==> src/rtl/sdram_init_pkg.sv <==
package sdram_init_pkg;

    localparam int CMD_W    = 6;
    localparam int MODE_W   = 13;
    localparam int CFG_W    = 14;
    localparam int REFW_W   = 16;
    localparam int INTV_W   = 10;
    localparam int SCRIPT_MAX = 11;
    localparam int IDX_W    = $clog2(SCRIPT_MAX);

    // one-hot strobe bit positions (decoded by the command encoder downstream)
    localparam int B_LD_MR   = 0;
    localparam int B_LD_EMR  = 1;
    localparam int B_AREF    = 2;
    localparam int B_PREALL  = 3;
    localparam int B_LD_EMR2 = 4;
    localparam int B_LD_EMR3 = 5;

    typedef enum logic [2:0] {
        ST_IDLE,
        ST_SETUP,
        ST_GAP,
        ST_ISSUE,
        ST_DONE
    } seq_state_e;

    typedef struct packed {
        logic [CMD_W-1:0]  cmd;
        logic [MODE_W-1:0] mode;
        logic              last;
    } script_entry_t;

endpackage

==> src/rtl/init_script_rom.sv <==
module init_script_rom
    import sdram_init_pkg::*;
(
    input  logic                 ddr2_i,
    input  logic [IDX_W-1:0]     idx_i,
    output script_entry_t        entry_o
);

    function automatic script_entry_t mk(input int bitpos, input logic [MODE_W-1:0] m,
                                         input logic lst);
        script_entry_t e;
        e.cmd  = CMD_W'(1) << bitpos;
        e.mode = m;
        e.last = lst;
        return e;
    endfunction

    function automatic script_entry_t gen2_step(input logic [IDX_W-1:0] i);
        script_entry_t e;
        unique case (i)
            4'd0:    e = mk(B_PREALL,  13'h000, 1'b0);
            4'd1:    e = mk(B_LD_EMR2, 13'h000, 1'b0);
            4'd2:    e = mk(B_LD_EMR3, 13'h000, 1'b0);
            4'd3:    e = mk(B_LD_EMR,  13'h000, 1'b0);
            4'd4:    e = mk(B_LD_MR,   13'h100, 1'b0);
            4'd5:    e = mk(B_PREALL,  13'h000, 1'b0);
            4'd6:    e = mk(B_AREF,    13'h000, 1'b0);
            4'd7:    e = mk(B_AREF,    13'h000, 1'b0);
            4'd8:    e = mk(B_LD_MR,   13'hA33, 1'b0);
            4'd9:    e = mk(B_LD_EMR,  13'h382, 1'b0);
            default: e = mk(B_LD_EMR,  13'h402, 1'b1);
        endcase
        return e;
    endfunction

    function automatic script_entry_t gen1_step(input logic [IDX_W-1:0] i);
        script_entry_t e;
        unique case (i)
            4'd0:    e = mk(B_PREALL,  13'h000, 1'b0);
            4'd1:    e = mk(B_LD_MR,   13'h133, 1'b0);
            4'd2:    e = mk(B_LD_EMR,  13'h002, 1'b0);
            4'd3:    e = mk(B_PREALL,  13'h000, 1'b0);
            default: e = mk(B_LD_MR,   13'h033, 1'b1);
        endcase
        return e;
    endfunction

    always_comb begin
        entry_o = ddr2_i ? gen2_step(idx_i) : gen1_step(idx_i);
    end

endmodule

==> src/rtl/init_gap_timer.sv <==
module init_gap_timer #(
    parameter int GAP_CYCLES = 16
) (
    input  logic clk_i,
    input  logic rst_ni,
    input  logic load_i,
    output logic expired_o
);

    localparam int CNT_W = $clog2(GAP_CYCLES + 1);
    localparam logic [CNT_W-1:0] RELOAD = CNT_W'(GAP_CYCLES - 2);

    logic [CNT_W-1:0] cnt_q;

    always_ff @(posedge clk_i) begin
        if (!rst_ni) begin
            cnt_q <= '0;
        end else if (load_i) begin
            cnt_q <= RELOAD;
        end else if (cnt_q != '0) begin
            cnt_q <= cnt_q - 1'b1;
        end
    end

    assign expired_o = (cnt_q == '0);

    p_reload_bound_r5: assert property (@(posedge clk_i) disable iff (!rst_ni)
        cnt_q <= RELOAD);

endmodule

==> src/rtl/init_cfg_regs.sv <==
module init_cfg_regs
    import sdram_init_pkg::*;
#(
    parameter int REF_INT_FAST = 624,
    parameter int REF_INT_SLOW = 390,
    parameter int DDR2_WL      = 2,
    parameter int DDR2_TFAW    = 22,
    parameter bit DDR2_ODT     = 1'b1
) (
    input  logic              clk_i,
    input  logic              rst_ni,
    input  logic              ddr2_load_i,
    input  logic              ref_load_i,
    input  logic              ref40_i,
    output logic [CFG_W-1:0]  ddr2_cfg_o,
    output logic [REFW_W-1:0] refresh_ctl_o
);

    localparam int REF_EN_BIT = 14;

    logic [CFG_W-1:0]  cfg_word;
    logic [REFW_W-1:0] ref_word;
    logic [CFG_W-1:0]  cfg_q;
    logic [REFW_W-1:0] ref_q;

    always_comb begin
        cfg_word        = '0;
        cfg_word[0]     = 1'b1;
        cfg_word[7:2]   = 6'(DDR2_TFAW);
        cfg_word[9]     = DDR2_ODT;
        cfg_word[13:10] = 4'(DDR2_WL);

        ref_word               = '0;
        ref_word[REF_EN_BIT]   = 1'b1;
        ref_word[INTV_W-1:0]   = ref40_i ? INTV_W'(REF_INT_FAST) : INTV_W'(REF_INT_SLOW);
    end

    always_ff @(posedge clk_i) begin
        if (!rst_ni) begin
            cfg_q <= '0;
            ref_q <= '0;
        end else begin
            if (ddr2_load_i) cfg_q <= cfg_word;
            if (ref_load_i)  ref_q <= ref_word;
        end
    end

    assign ddr2_cfg_o    = cfg_q;
    assign refresh_ctl_o = ref_q;

    p_ref_sticky_r7: assert property (@(posedge clk_i) disable iff (!rst_ni)
        ref_q[REF_EN_BIT] |=> ref_q[REF_EN_BIT] && $stable(ref_q));

endmodule

==> src/rtl/sdram_init_seq.sv <==
module sdram_init_seq
    import sdram_init_pkg::*;
#(
    parameter int GAP_CYCLES   = 16,
    parameter int REF_INT_FAST = 624,
    parameter int REF_INT_SLOW = 390
) (
    input  logic              clk_i,
    input  logic              rst_ni,
    input  logic              start_i,
    input  logic              strap_ddr2_i,
    input  logic              strap_ref40_i,
    output logic [CMD_W-1:0]  cmd_strobe_o,
    output logic [MODE_W-1:0] mode_val_o,
    output logic [CFG_W-1:0]  ddr2_cfg_o,
    output logic [REFW_W-1:0] refresh_ctl_o,
    output logic              busy_o,
    output logic              init_done_o
);

    seq_state_e       state_q, state_d;
    logic [IDX_W-1:0] idx_q;
    logic             ddr2_q;
    logic             ref40_q;
    script_entry_t    entry;
    logic             gap_load;
    logic             gap_expired;
    logic             finish;

    init_script_rom u_rom (
        .ddr2_i  (ddr2_q),
        .idx_i   (idx_q),
        .entry_o (entry)
    );

    init_gap_timer #(.GAP_CYCLES(GAP_CYCLES)) u_gap (
        .clk_i     (clk_i),
        .rst_ni    (rst_ni),
        .load_i    (gap_load),
        .expired_o (gap_expired)
    );

    init_cfg_regs #(
        .REF_INT_FAST (REF_INT_FAST),
        .REF_INT_SLOW (REF_INT_SLOW)
    ) u_cfg (
        .clk_i         (clk_i),
        .rst_ni        (rst_ni),
        .ddr2_load_i   ((state_q == ST_SETUP) && ddr2_q),
        .ref_load_i    (finish),
        .ref40_i       (ref40_q),
        .ddr2_cfg_o    (ddr2_cfg_o),
        .refresh_ctl_o (refresh_ctl_o)
    );

    // next state
    always_comb begin
        state_d = state_q;
        unique case (state_q)
            ST_IDLE:  if (start_i) state_d = ST_SETUP;
            ST_SETUP: state_d = ST_GAP;
            ST_GAP:   if (gap_expired) state_d = ST_ISSUE;
            ST_ISSUE: state_d = entry.last ? ST_DONE : ST_GAP;
            ST_DONE:  state_d = ST_DONE;
            default:  state_d = ST_IDLE;
        endcase
    end

    // state register and sequence bookkeeping
    always_ff @(posedge clk_i) begin
        if (!rst_ni) begin
            state_q <= ST_IDLE;
            idx_q   <= '0;
            ddr2_q  <= 1'b0;
            ref40_q <= 1'b0;
        end else begin
            state_q <= state_d;
            if (state_q == ST_IDLE && start_i) begin
                ddr2_q  <= strap_ddr2_i;
                ref40_q <= strap_ref40_i;
                idx_q   <= '0;
            end else if (state_q == ST_ISSUE && !entry.last) begin
                idx_q <= idx_q + 1'b1;
            end
        end
    end

    // outputs
    always_comb begin
        cmd_strobe_o = '0;
        mode_val_o   = '0;
        gap_load     = 1'b0;
        finish       = 1'b0;
        busy_o       = 1'b0;
        init_done_o  = 1'b0;
        unique case (state_q)
            ST_IDLE: ;
            ST_SETUP: begin
                busy_o   = 1'b1;
                gap_load = 1'b1;
            end
            ST_GAP: busy_o = 1'b1;
            ST_ISSUE: begin
                busy_o       = 1'b1;
                cmd_strobe_o = entry.cmd;
                mode_val_o   = (entry.cmd[B_AREF] || entry.cmd[B_PREALL]) ? '0 : entry.mode;
                gap_load     = !entry.last;
                finish       = entry.last;
            end
            ST_DONE: init_done_o = 1'b1;
            default: ;
        endcase
    end

    // spacing checker: cycles since the previous strobe, saturating
    localparam int SW = $clog2(GAP_CYCLES + 1);
    logic [SW-1:0] since_q;
    logic          seen_q;
    always_ff @(posedge clk_i) begin
        if (!rst_ni) begin
            since_q <= '0;
            seen_q  <= 1'b0;
        end else if (cmd_strobe_o != '0) begin
            since_q <= SW'(1);
            seen_q  <= 1'b1;
        end else if (since_q < SW'(GAP_CYCLES)) begin
            since_q <= since_q + 1'b1;
        end
    end

    p_strobe_onehot_r2: assert property (@(posedge clk_i) disable iff (!rst_ni)
        $onehot0(cmd_strobe_o));
    p_strobe_spacing_r5: assert property (@(posedge clk_i) disable iff (!rst_ni)
        (cmd_strobe_o != '0 && seen_q) |-> since_q == SW'(GAP_CYCLES));
    p_cfg_before_cmd_r6: assert property (@(posedge clk_i) disable iff (!rst_ni)
        (cmd_strobe_o != '0) |-> (ddr2_cfg_o[0] == ddr2_q));
    p_done_sticky_r8: assert property (@(posedge clk_i) disable iff (!rst_ni)
        init_done_o |=> init_done_o);
    p_quiet_after_done_r8: assert property (@(posedge clk_i) disable iff (!rst_ni)
        init_done_o |-> (cmd_strobe_o == '0 && !busy_o));
    p_refresh_on_done_r7: assert property (@(posedge clk_i) disable iff (!rst_ni)
        init_done_o |-> refresh_ctl_o[14]);
    p_straps_held_r10: assert property (@(posedge clk_i) disable iff (!rst_ni)
        (busy_o && $past(busy_o)) |-> ($stable(ddr2_q) && $stable(ref40_q)));

endmodule

==> config.mk <==
export PLATFORM = sky130hd
export DESIGN_NAME = sdram_init_seq
export DESIGN_NICKNAME = d
export VERILOG_FILES = /design/src/rtl/sdram_init_pkg.sv /design/src/rtl/init_script_rom.sv /design/src/rtl/init_gap_timer.sv /design/src/rtl/init_cfg_regs.sv /design/src/rtl/sdram_init_seq.sv
export SDC_FILE = /design/constraint.sdc
export NUM_CORES = 1
export LEC_CHECK = 0
export ABC_AREA = 1
export BUFFER_PORTS_ARGS = -buffer_cell sky130_fd_sc_hd__buf_2
export CAP_MARGIN = 10
export CORE_ASPECT_RATIO = 1.75
export CORE_UTILIZATION = 40
export DETAILED_ROUTE_END_ITERATION = 8
export MAX_ROUTING_LAYER = met4
export PLACE_DENSITY = 0.65
export SYNTH_ARGS = -nofsm -noshare
export SYNTH_HDL_FRONTEND = slang
export SYNTH_SLANG_ARGS = --single-unit
==> constraint.sdc <==
create_clock -name clk_i -period 1.9 [get_ports clk_i]
set_input_delay 0.095 -clock clk_i [delete_from_list [all_inputs] [get_ports clk_i]]
set_output_delay 0.095 -clock clk_i [all_outputs]
set_load 0.02 [all_outputs]
==> impl_metrics.py <==
metrics = {
    "flow_run": {
        "drv_cap": 0,
    },
    "setup_path": {
        "r2r_start": "idx_q[0]",
        "cp-start-kind": "register",
        "crit_required_ps": 1800,
        "regToRegSetupSlack_ps": 140,
        "crit_path_end_kind": "output port",
        "reg2regPathDepth": 10,
        "path_class": "register to output port",
        "critPathMaxFanout": 5,
        "arrival_ps": 1710,
    },
    "clock_network": {
        "clock_latency_ps": 280,
        "cts_tree": "done",
        "clockBufferDepth": 2,
        "postCtsHoldBufs": 0,
        "root_buffer": "clkbuf_8",
        "cts.reportedPaths.clkPinSlew_ps": 70,
        "cts.sinks": 30,
        "numCtsBuffers": 5,
        "htree_levels": 2,
    },
    "floorplanning": {
        "rows": 31,
        "core_sq_um": 4190,
        "start_util_pct": 41.9,
        "io_pins": 56,
        "dieArea_sq_um": 4670,
        "die_y_um": 89.6,
        "die_w_um": 52.1,
    },
    "pwr": {
        "peakVddDrop_mv": 0.768,
        "power_density_nw_per_um2": 986,
        "p_leak_nw": 1.05,
    },
    "place": {
        "port-buffer-count": 36,
        "dp_hpwl_mm": 2.64,
        "gp_congestion": 0.850,
        "dp.cells": 304,
    },
    "sta": {
        "period_needed_ps": 1810,
        "fmax_mhz": 553,
        "fin_hold_ws_ps": 96.0,
        "final.setup_skew_ps": 9.38,
        "slew_violations": 0,
        "finalHoldViolCount": 0,
        "fin_crit_sh_pct": 95.2,
        "finalSetupViolations": 0,
    },
    "synth": {
        "yosysUniqueCellTypes": 34,
        "ys_seq_area_share_pct": 34.2,
        "syn-cell-area_sq_um": 1760,
        "syn_inst": 233,
        "ys_ff_latch": 30,
        "ys_warn_count": 0,
        "syn_avg_cell_area_sq_um": 7.53,
    },
    "run_status": {
        "status": "finished clean",
    },
    "layout": {
        "fin_cells": 316,
        "diodes": 0,
        "syn_to_final_growth_pct": 14.9,
        "post-route-util_pct": 48.1,
        "nets": 276,
        "drive_gt1_share_pct": 33.0,
        "fillers": 440,
    },
    "hold_path": {
        "worstHoldPathCells": 3,
        "min_from": "strap_ref40_i",
        "hold_end": "ref40_q",
        "hold_path.class": "primary input to register",
    },
    "detailed_routing": {
        "drc": 0,
        "drt_first_pass_iters": 4,
        "ant_nets": 0,
        "drt_wl_total_mm": 3.39,
        "via_per_inst": 4.52,
        "routedWlPerCell_um": 10.7,
        "vias": 1429,
        "drt-initial-drc-count": 21,
    },
    "global_routing": {
        "grt_pass1_wl_mm": 5.40,
        "overflow": 0,
        "grt_max_degree": 11,
        "grtUsageTotal_pct": 16.6,
        "grt_pass1_vias": 1248,
        "grt_antenna_before_repair": 0,
    },
}
[cell usage after synthesis]
master,instances,area share (%)
buf_4,32,14
buf_2,1,0.28
inv_1,33,7.1
o21a_1,1,0.43
nand2_2,4,1.4
clkbuf_1,1,0.21
ha_1,5,3.6
nor3_2,1,0.57
nor2_2,1,0.36
nand4_2,1,0.71
nand2_4,1,0.64
o21ai_2,2,1.0
nand3_4,2,2.0
o21ai_0,10,2.9
nor3_4,1,0.93
nor3b_1,1,0.43
nand4_1,5,1.8
buf_6,1,0.64
inv_2,5,1.1
o32ai_1,1,0.50
a21oi_4,1,0.93
nand3_1,8,2.3
nor2_4,2,1.3
nor2_1,22,4.7
a21oi_1,10,2.9
xor2_1,2,1.0
nor3_1,2,0.57
conb_1,1,0.21
or2_2,1,0.36
dfxtp_1,30,34
nor4_1,1,0.36
nand3_2,4,2.3
nand2_1,39,8.3
xnor2_1,1,0.50
[worst max path at each step]
stage	start	slack, ps	to	depth (start not counted)
final	idx_q[0]	90	mode_val_o[5]	9
after global routing	idx_q[0]	-30	mode_val_o[1]	10
after CTS	idx_q[0]	20	mode_val_o[0]	10
after detailed placement	idx_q[0]	50	u_gap.cnt_q[2]	12
after global placement	idx_q[0]	90	u_gap.cnt_q[2]	12
after floorplan	ddr2_q	70	mode_val_o[4]	7
[cells by family after synthesis]
| family | after synthesis | share of synthesized area [%] |
|---|---|---|
| AOI/OAI and AO/OA | 25 | 8.55 |
| buffers and inverters | 73 | 23.0 |
| and+or+nand+nor | 96 | 29.0 |
| DFF | 30 | 34.2 |
| other | 1 | 0.214 |
| adders and majority gates | 5 | 3.56 |
| xor gates and xnor gates | 3 | 1.50 |
[power by group]
group          internal (mW)  switching (mW)
registers              0.714          0.0481
logic                  0.233           0.458
clock network          0.291           0.244
total                   1.24           0.750
[area by class of cell]
class / instances / area, sq um / area share [%]
Multi-Input combinational cell: 148 / 857 / 42.5
Sequential cell: 30 / 607 / 30.1
Timing Repair Buffer: 43 / 254 / 12.6
Inverter: 38 / 143 / 7.07
Clock buffer: 6 / 82.6 / 4.09
Tap cell: 49 / 61.3 / 3.04
Clock inverter: 2 / 12.5 / 0.620
[critical path, cell delays in order, from the launching register on]
cell and delay [ps]:
dfxtp_4 360, ha_1 230, inv_1 70, nand2_2 70
o21ai_4 180, inv_1 70, nand2_2 90, o21ai_2 80
nor2_4 150, buf_6 130
[cells in the final DEF, fill, tap and decap left out, drive strengths merged]
cell type	instances
nand2	44
buf	43
inv	38
dfxtp	30
nor2	25
conb	19
nand3	14
o21ai	12
a21oi	11
clkbuf	6
nand4	6
ha	5
nor3	4
xor2	2
or2	1
nor3b	1
xnor2	1
o32ai	1
nor4	1
o21a	1
clkinvlp	1
clkinv	1
[routing by layer]
layer	track usage, %	share of wire [%]	vias up
met5	-	0	-
met4	10.6	3.2	0
met3	3.37	4.0	10
met2	31.2	57	41
met1	14.3	36	638
li1	-	-	740
[through the flow]
| stage | cell area, sq um | TNS, ps | power, mW | setup WS, ps |
|---|---|---|---|---|
| 5_1_grt | 2020 | -71.3 | 2.13 | -28.4 |
| 4_1_cts | 1930 | 0 | 1.96 | 23.0 |
| 3_3_place_gp | 1830 | 0 | 1.41 | 90.4 |
| 3_5_place_dp | 1830 | 0 | 1.42 | 53.7 |
| 2_1_floorplan | 1820 | 0 | 1.32 | 65.7 |
| 6_report | 2020 | 0 | 1.99 | 91.6 |
[timing repair]
| item | in CTS | in global routing |
|---|---|---|
| endpoints found under the setup margin | 3 | 15 |
| setup buffers | 0 | 4 |
| pin swaps | 0 | 4 |
| resized for setup | 4 | 20 |
No activity file was read; power rests on OpenSTA's default activity.
